`src/rtl/pwm_steer_pkg.sv`:
```
package pwm_steer_pkg;
  localparam int STEER_PINS = 4;
  localparam int CTRL_W     = 8;
  localparam logic [1:0] MODE_PWM   = 2'b11;
  localparam logic [1:0] CFG_SINGLE = 2'b00;

  // Even pins (A, C) follow pol[1]; odd pins (B, D) follow pol[0].
  function automatic logic pin_inverted(input logic [1:0] pol, input int idx);
    return (idx % 2 == 1) ? pol[0] : pol[1];
  endfunction
endpackage

```
`src/rtl/steer_rst_sync.sv`:
```
module steer_rst_sync (
  input  logic clk,
  input  logic rst_n,
  output logic rst_sync_n
);
  logic [1:0] stage_q;

  always_ff @(posedge clk or negedge rst_n) begin
    if (!rst_n) stage_q <= 2'b00;
    else        stage_q <= {stage_q[0], 1'b1};
  end

  assign rst_sync_n = stage_q[1];
endmodule

```
`src/rtl/steer_ctrl_reg.sv`:
```
module steer_ctrl_reg #(
  parameter int NPINS  = 4,
  parameter int DATA_W = 8,
  parameter logic [NPINS-1:0] RST_EN = 1
) (
  input  logic              clk,
  input  logic              rst_n,
  input  logic              wr_en,
  input  logic [DATA_W-1:0] wr_data,
  input  logic              period_start,
  output logic [NPINS:0]    shadow_q,
  output logic [NPINS-1:0]  active_en
);
  localparam int CFG_W = NPINS + 1;
  localparam int SYNC_BIT = NPINS;

  logic [CFG_W-1:0] shadow_d;
  logic [NPINS-1:0] active_d;
  logic             active_ce;

  always_comb begin
    shadow_d  = wr_en ? wr_data[CFG_W-1:0] : shadow_q;
    active_ce = !shadow_d[SYNC_BIT] || period_start;
    active_d  = shadow_d[NPINS-1:0];
  end

  always_ff @(posedge clk or negedge rst_n) begin
    if (!rst_n) begin
      shadow_q  <= {1'b0, RST_EN};
      active_en <= RST_EN;
    end else begin
      if (wr_en)     shadow_q  <= shadow_d;
      if (active_ce) active_en <= active_d;
    end
  end
endmodule

```
`src/rtl/steer_polarity.sv`:
```
module steer_polarity
  import pwm_steer_pkg::*;
#(
  parameter int NPINS = 4
) (
  input  logic [1:0]       pol_sel,
  input  logic             pwm_in,
  output logic [NPINS-1:0] pwm_pin
);
  for (genvar i = 0; i < NPINS; i++) begin : g_pol
    assign pwm_pin[i] = pwm_in ^ pin_inverted(pol_sel, i);
  end
endmodule

```
`src/rtl/steer_pin_mux.sv`:
```
module steer_pin_mux #(
  parameter int NPINS = 4
) (
  input  logic             steer_on,
  input  logic [NPINS-1:0] enable,
  input  logic [NPINS-1:0] pwm_pin,
  input  logic [NPINS-1:0] port_data,
  output logic [NPINS-1:0] pin_out
);
  for (genvar i = 0; i < NPINS; i++) begin : g_mux
    assign pin_out[i] = (steer_on && enable[i]) ? pwm_pin[i] : port_data[i];
  end
endmodule

```
`src/rtl/pwm_steer_unit.sv`:
```
module pwm_steer_unit
  import pwm_steer_pkg::*;
#(
  parameter int NPINS  = STEER_PINS,
  parameter int DATA_W = CTRL_W
) (
  input  logic              clk,
  input  logic              rst_n,
  input  logic              wr_en,
  input  logic [DATA_W-1:0] wr_data,
  output logic [DATA_W-1:0] rd_data,
  input  logic [1:0]        mode_sel,
  input  logic [1:0]        out_cfg,
  input  logic [1:0]        pol_sel,
  input  logic              pwm_in,
  input  logic              period_start,
  input  logic [NPINS-1:0]  port_data,
  output logic [NPINS-1:0]  pin_out
);
  localparam int CFG_W = NPINS + 1;
  localparam int PAD_W = DATA_W - CFG_W;

  logic             rst_sync_n;
  logic [CFG_W-1:0] shadow_q;
  logic [NPINS-1:0] active_en;
  logic [NPINS-1:0] pwm_pin;
  logic             steer_on;

  steer_rst_sync u_rst (
    .clk        (clk),
    .rst_n      (rst_n),
    .rst_sync_n (rst_sync_n)
  );

  steer_ctrl_reg #(.NPINS(NPINS), .DATA_W(DATA_W), .RST_EN(1)) u_ctrl (
    .clk          (clk),
    .rst_n        (rst_sync_n),
    .wr_en        (wr_en),
    .wr_data      (wr_data),
    .period_start (period_start),
    .shadow_q     (shadow_q),
    .active_en    (active_en)
  );

  steer_polarity #(.NPINS(NPINS)) u_pol (
    .pol_sel (pol_sel),
    .pwm_in  (pwm_in),
    .pwm_pin (pwm_pin)
  );

  assign steer_on = (mode_sel == MODE_PWM) && (out_cfg == CFG_SINGLE);

  steer_pin_mux #(.NPINS(NPINS)) u_mux (
    .steer_on  (steer_on),
    .enable    (active_en),
    .pwm_pin   (pwm_pin),
    .port_data (port_data),
    .pin_out   (pin_out)
  );

  assign rd_data = {{PAD_W{1'b0}}, shadow_q};
endmodule

```
`config.mk`:
```
export PLATFORM = sky130hd
export DESIGN_NAME = pwm_steer_unit
export DESIGN_NICKNAME = d
export VERILOG_FILES = /design/src/rtl/pwm_steer_pkg.sv /design/src/rtl/steer_rst_sync.sv /design/src/rtl/steer_ctrl_reg.sv /design/src/rtl/steer_polarity.sv /design/src/rtl/steer_pin_mux.sv /design/src/rtl/pwm_steer_unit.sv
export SDC_FILE = /design/constraint.sdc
export NUM_CORES = 1
export LEC_CHECK = 0
export ABC_AREA = 1
export BUFFER_PORTS_ARGS = -buffer_cell sky130_fd_sc_hd__buf_2
export CORE_MARGIN = 2
export CORE_UTILIZATION = 41
export DETAILED_ROUTE_END_ITERATION = 8
export PLACE_DENSITY = 0.77
export SYNTH_ARGS = -nofsm -noshare
export SYNTH_HDL_FRONTEND = slang
export SYNTH_SLANG_ARGS = --single-unit
```
`constraint.sdc`:
```
create_clock -name clk -period 1 [get_ports clk]
set_clock_uncertainty 0.1 [all_clocks]
set_input_delay 0.1 -clock clk [delete_from_list [all_inputs] [get_ports clk]]
set_output_delay 0.1 -clock clk [all_outputs]
set_load 0.02 [all_outputs]
```
* Yosys cells after proc, flatten, opt, wreduce, memory -nomap -nowiden
Cells that the tools add are included.
Storage, ports and cells: flip-flop bits (word level) 11, input port bits 23, output and inout bits 12, word-level logic and storage cells 19
Cells by class: eq/ne operators 1, mux-type cells 5, bitwise logic cells 2, reductions and logical operators 8
Operator list (count):
- $logic_and A1 B1 Y1 | 5
- $mux W5 | 1
- $mux W1 | 4
- $eq A2 B2 Y1 const B | 1
- $logic_not A2 Y1 | 1
- $xor A1 B1 Y1 | 2
- $logic_not A1 Y1 | 1
- $logic_or A1 B1 Y1 | 1

* Depth between registers and ports, before layout
depth after elaboration 4, gate-level depth with buffers 6, gate-level depth less buffers 6

* Hierarchy
A second synthesis with hierarchy kept.
Unflattened totals: cells, all modules 83, area, all modules 594.3 µm²
Modules (own cells, without submodules):
- steer_ctrl_reg | times used 1, cells an instance 43, area each 374.1 µm², sequential area each 227.7 µm²
- steer_pin_mux | times used 1, cells an instance 17, area each 70.1 µm², sequential area each 0.0 µm²
- steer_rst_sync | times used 1, cells an instance 3, area each 53.8 µm², sequential area each 50.0 µm²
- steer_polarity | times used 1, cells an instance 11, area each 48.8 µm², sequential area each 0.0 µm²
- pwm_steer_unit | times used 1, cells an instance 9, area each 47.5 µm², sequential area each 0.0 µm²

* Least setup slack after synthesis
OpenSTA, ideal clock, no wires.
path kind flip-flop to flip-flop, start point reg u_ctrl.shadow_q[4], end point reg u_ctrl.active_en[1], setup time 0.116 ns, arrival time 0.761 ns, required time 0.784 ns, path slack 0.022 ns, stages on the path, launching flop included 6, path buffers 0, clock period less this slack 0.978 ns, cells stage by stage dfrtp_1 -> nand2_2 -> nand2_4 -> nand2_4 -> nand2_1 -> nand2_1
Between the ends: longest elaborated chain between the ends 3
RTL lines:
- start, declared | RTL line steer_ctrl_reg.sv:11 | output logic [NPINS:0] shadow_q,
- start signal, assigned | RTL line steer_ctrl_reg.sv:29 | shadow_q <= {1'b0, RST_EN};
- start signal, assigned | RTL line steer_ctrl_reg.sv:32 | if (wr_en) shadow_q <= shadow_d;
- $mux W5 | RTL line steer_ctrl_reg.sv:22 | shadow_d = wr_en ? wr_data[CFG_W-1:0] : shadow_q;
- $logic_not A1 Y1 | RTL line steer_ctrl_reg.sv:23 | active_ce = !shadow_d[SYNC_BIT] || period_start;
- $logic_or A1 B1 Y1 | RTL line steer_ctrl_reg.sv:23
- end signal, assigned | RTL line steer_ctrl_reg.sv:33 | if (active_ce) active_en <= active_d;
- end, declared | RTL line steer_ctrl_reg.sv:12 | output logic [NPINS-1:0] active_en
Every way passes these cells. A chain may end at the register's enable or synchronous reset.

* Final worst setup path
start point reg u_ctrl.active_en[0], end point out pin_out[0]
Between the ends: longest elaborated chain between the ends 2
RTL lines:
- $logic_and A1 B1 Y1 | RTL line steer_pin_mux.sv:11 | assign pin_out[i] = (steer_on && enable[i]) ? pwm_pin[i] : port_data[i];
- $mux W1 | RTL line steer_pin_mux.sv:11
- end, declared | RTL line pwm_steer_unit.sv:18 | output logic [NPINS-1:0] pin_out
Every way passes these cells.

==> results.md <==
* Status: finished, violations left
* Failing checks: negative setup slack
* H-tree levels at 1
* # nets final at 139
* Hold EP: u_ctrl.shadow_q[0]$_DFFE_PN1P_
* Total number of vias at 609
* PnR worst setup slack at -0.3467 ns
* Arrival time at the worst endpoint at 1.15 ns
* ANT nets after route at 0
* Netlist cell types at 11
* Worst setup EP type: output port
* Leakage at 0.0005101 uW
* Worst-case clock buffer depth at 2
* Family with the most delay on the worst path: flip-flops
* Internal reg-to-reg setup slack at -0.02 ns
* Comb pwr share at 26.0%
* Unrepaired setup endpoints after global routing: yes
* Worst hold-check path type: input pin to register
* Bufs and invs on worst path at 1
* Gate Count Post-Synth at 78
* Hold_sp: wr_en
* Synthesis warning total at 0
* Hold Slack at 0.01868 ns
* First-pass GRT wire length at 2235 um
* DRC viols at 0
* Fmax achieved at 742.6 MHz
* Largest net degree at the start of global routing at 10
* GPL Wtd Cong at 0.6885
* TritonCTS clock tree: yes
* Fin crit period at 1.347 ns
* Multi-input logic area at 275.3 sq um
* Core area at 1318 sq um
* Final worst path period share at 134.7%
* CP required at 0.80 ns
* Chip height at 41.63 um
* Slew Viols, Final at 0
* Crit Path Class: register to output port
* DP Wirelength at 968.7 um
* Seq/Total Area, Yosys at 47.84%
* Clock power share at 26.7%
* Area leader, netlist: dfrtp_1
* Num CTS Buffers at 3
* Syn Std Cell Area at 580.6 sq um
* Ys flop type: dfrtp_1
* Die area at 1733 sq um
* Ratio of cells with drive above 1 in the final layout at 39.13%
* Pre-CTS setup slack at -0.05643 ns
* Clk pin slew, worst setup/hold paths at 0.07 ns
* Fillcell total at 109
* Max Cap Viol at 0
* Most used cell, CP: nand2_1
* Antenna fix cells at 0
* Pre-antenna DRT Iters at 4
* Number of synthesized flops with an enable pin at 0
* Routed wire length per instance at 10.28 um
* Reg power frac at 47.3%
* Net Sw Power at 335.3 uW
* Total Wirelength at 1337 um
* Boundary Pins at 35
* Die Wd at 41.63 um
* Worst-Skew Late Latency at 0.27 ns
* Reg area at 277.8 sq um
* GR Util All Layers at 17.49%
* Worst IR drop on VDD at 0.9339 mV
* Startpoint types: register
* P_int at 784.7 uW
* Most frequent cell after synthesis: nand2_1
* GRT overflow at 0
* Final Power at 1120 uW
* Setup TNS at -1.034 ns
* # rows at 13
* Slowest library cell on the worst path: dfstp_2
* Power density over the cells at 1264 nW/um^2
* Clock sinks at 11
* Via density at 4.685
* Fin util at 67.24%
* Worst R2R End: u_ctrl.active_en[3]$_DFFE_PN0P_
* Port Buffers at 28
* Commonest cells post-synth: nand2_1, nand3_1, dfrtp_1
* Final hold vios at 0
* Ys async rst share at 100.0%
* Share of the synthesized area in the top cell type at 38.79%
* Root buffer cell: clkbuf_4
* Starting Density at 44.06%
* Starting DRT DRC Count at 9
* FF+latch count, synth at 11
* Critical path cell sequence: nand3_2 -> nand2_1 -> nand2_1 -> buf_6
* Initial antenna violation count at 0
* Worst reg2reg path startpoint: u_ctrl.shadow_q[4]$_DFFE_PN0P_
* # setup viols final at 9
* Slowest stage delay, CP at 0.56 ns
* Worst reg-to-reg path cell count at 6
* Area delta synth->final at 52.59%
* Sw Ratio at 29.93%
* Synthesized area per cell at 7.443 sq um
* Synth top area cells: dfrtp_1, nand2_1, nand3_1
* Hold Path Stages at 3
* Vias in the first global route at 548
* Crit Path Max Fanout at 3
[worst register-to-register path: cells and delay by family (launching register included)]
| kind | cells | cell delay, ns |
|---|---|---|
| DFF | 1 | 0.37 |
| buffers and inverters | 1 | 0.11 |
| and+or+nand+nor | 5 | 0.31 |
[layer usage]
metal | GRT usage [%] | part of all wire, % | vias to the layer above
met3 | 9.130 | 5.2 | 5
met1 | 18.77 | 40 | 282
li1 | - | - | 306
met2 | 28.13 | 53 | 16
met5 | 0 | 0 | -
met4 | 8.387 | 1.5 | 0
[timing repair]
item / CTS / global route
hold buffers: 5 / 0
gates resized for setup: 17 / 7
setup buffers: 1 / 0
pin swaps: 8 / 2
endpoints found under the hold margin: 6 / 0
endpoints found under the setup margin: 8 / 13
[cell type report]
type                    count  area share (%)
multi-input cells          58           31.07
clock buffers               4           2.966
repair buffers             34           29.10
flip-flops and latches     11           31.36
inverters                   8           3.390
well taps                  15           2.119
[power by group through the flow]
| stage | combinational (uW) | clock (uW) | sequential [uW] |
|---|---|---|---|
| floorplan | 122 | 0 | 551 |
| global placement | 216 | 0 | 532 |
| detailed placement | 223 | 0 | 532 |
| CTS | 276 | 311 | 528 |
| global route | 319 | 335 | 537 |
| finish | 291 | 300 | 529 |
[registers in the layout (all words and copies together) (netlist names)]
register,flops
u_rst.stage_q,2
u_ctrl.active_en,4
u_ctrl.shadow_q,5
[kinds of logic after synthesis]
group / synth area share [%]
other cells: 1.294
simple gates: 41.81
flops: 47.85
buf+inv: 9.052
[worst max path at each step]
stage	slack [ns]	cells past startpoint	from	endpoint
finish	-0.35	4	u_ctrl.active_en[0]$_DFFE_PN1P_	pin_out[0]
detailed placement	-0.06	4	u_ctrl.active_en[0]$_DFFE_PN1P_	pin_out[0]
CTS	-0.35	3	u_ctrl.active_en[0]$_DFFE_PN1P_	pin_out[0]
global placement	-0.05	4	u_ctrl.active_en[0]$_DFFE_PN1P_	pin_out[0]
floorplan	0.02	5	u_ctrl.shadow_q[4]$_DFFE_PN0P_	u_ctrl.active_en[1]$_DFFE_PN0P_
global route	-0.42	4	u_ctrl.active_en[0]$_DFFE_PN1P_	pin_out[0]
[layout by cell type, fill, tap and decap left out]
| cell | synthesis | routed |
|---|---|---|
| buf_6 | 0 | 10 |
| nand3_2 | 0 | 1 |
| nand2_4 | 2 | 3 |
| buf_2 | 0 | 19 |
| nand2_2 | 4 | 6 |
| clkbuf_1 | 0 | 1 |
| inv_1 | 7 | 7 |
| nor2_1 | 2 | 2 |
| dlygate4sd3_1 | 0 | 5 |
| dfstp_2 | 2 | 2 |
| inv_2 | 1 | 1 |
| dfrtp_1 | 9 | 9 |
| nand3_1 | 12 | 11 |
| clkbuf_4 | 0 | 3 |
| nand2_1 | 34 | 31 |
| conb_1 | 2 | 4 |
[per-stage QoR]
| step | std cells | cell area, sq um |
|---|---|---|
| floorplan | 80 | 588.1 |
| global placement | 120 | 724.4 |
| detailed placement | 120 | 724.4 |
| CTS | 130 | 863.3 |
| global route | 130 | 885.9 |
| finish | 130 | 885.9 |
Note: power is estimated with default switching activity, not from simulation.
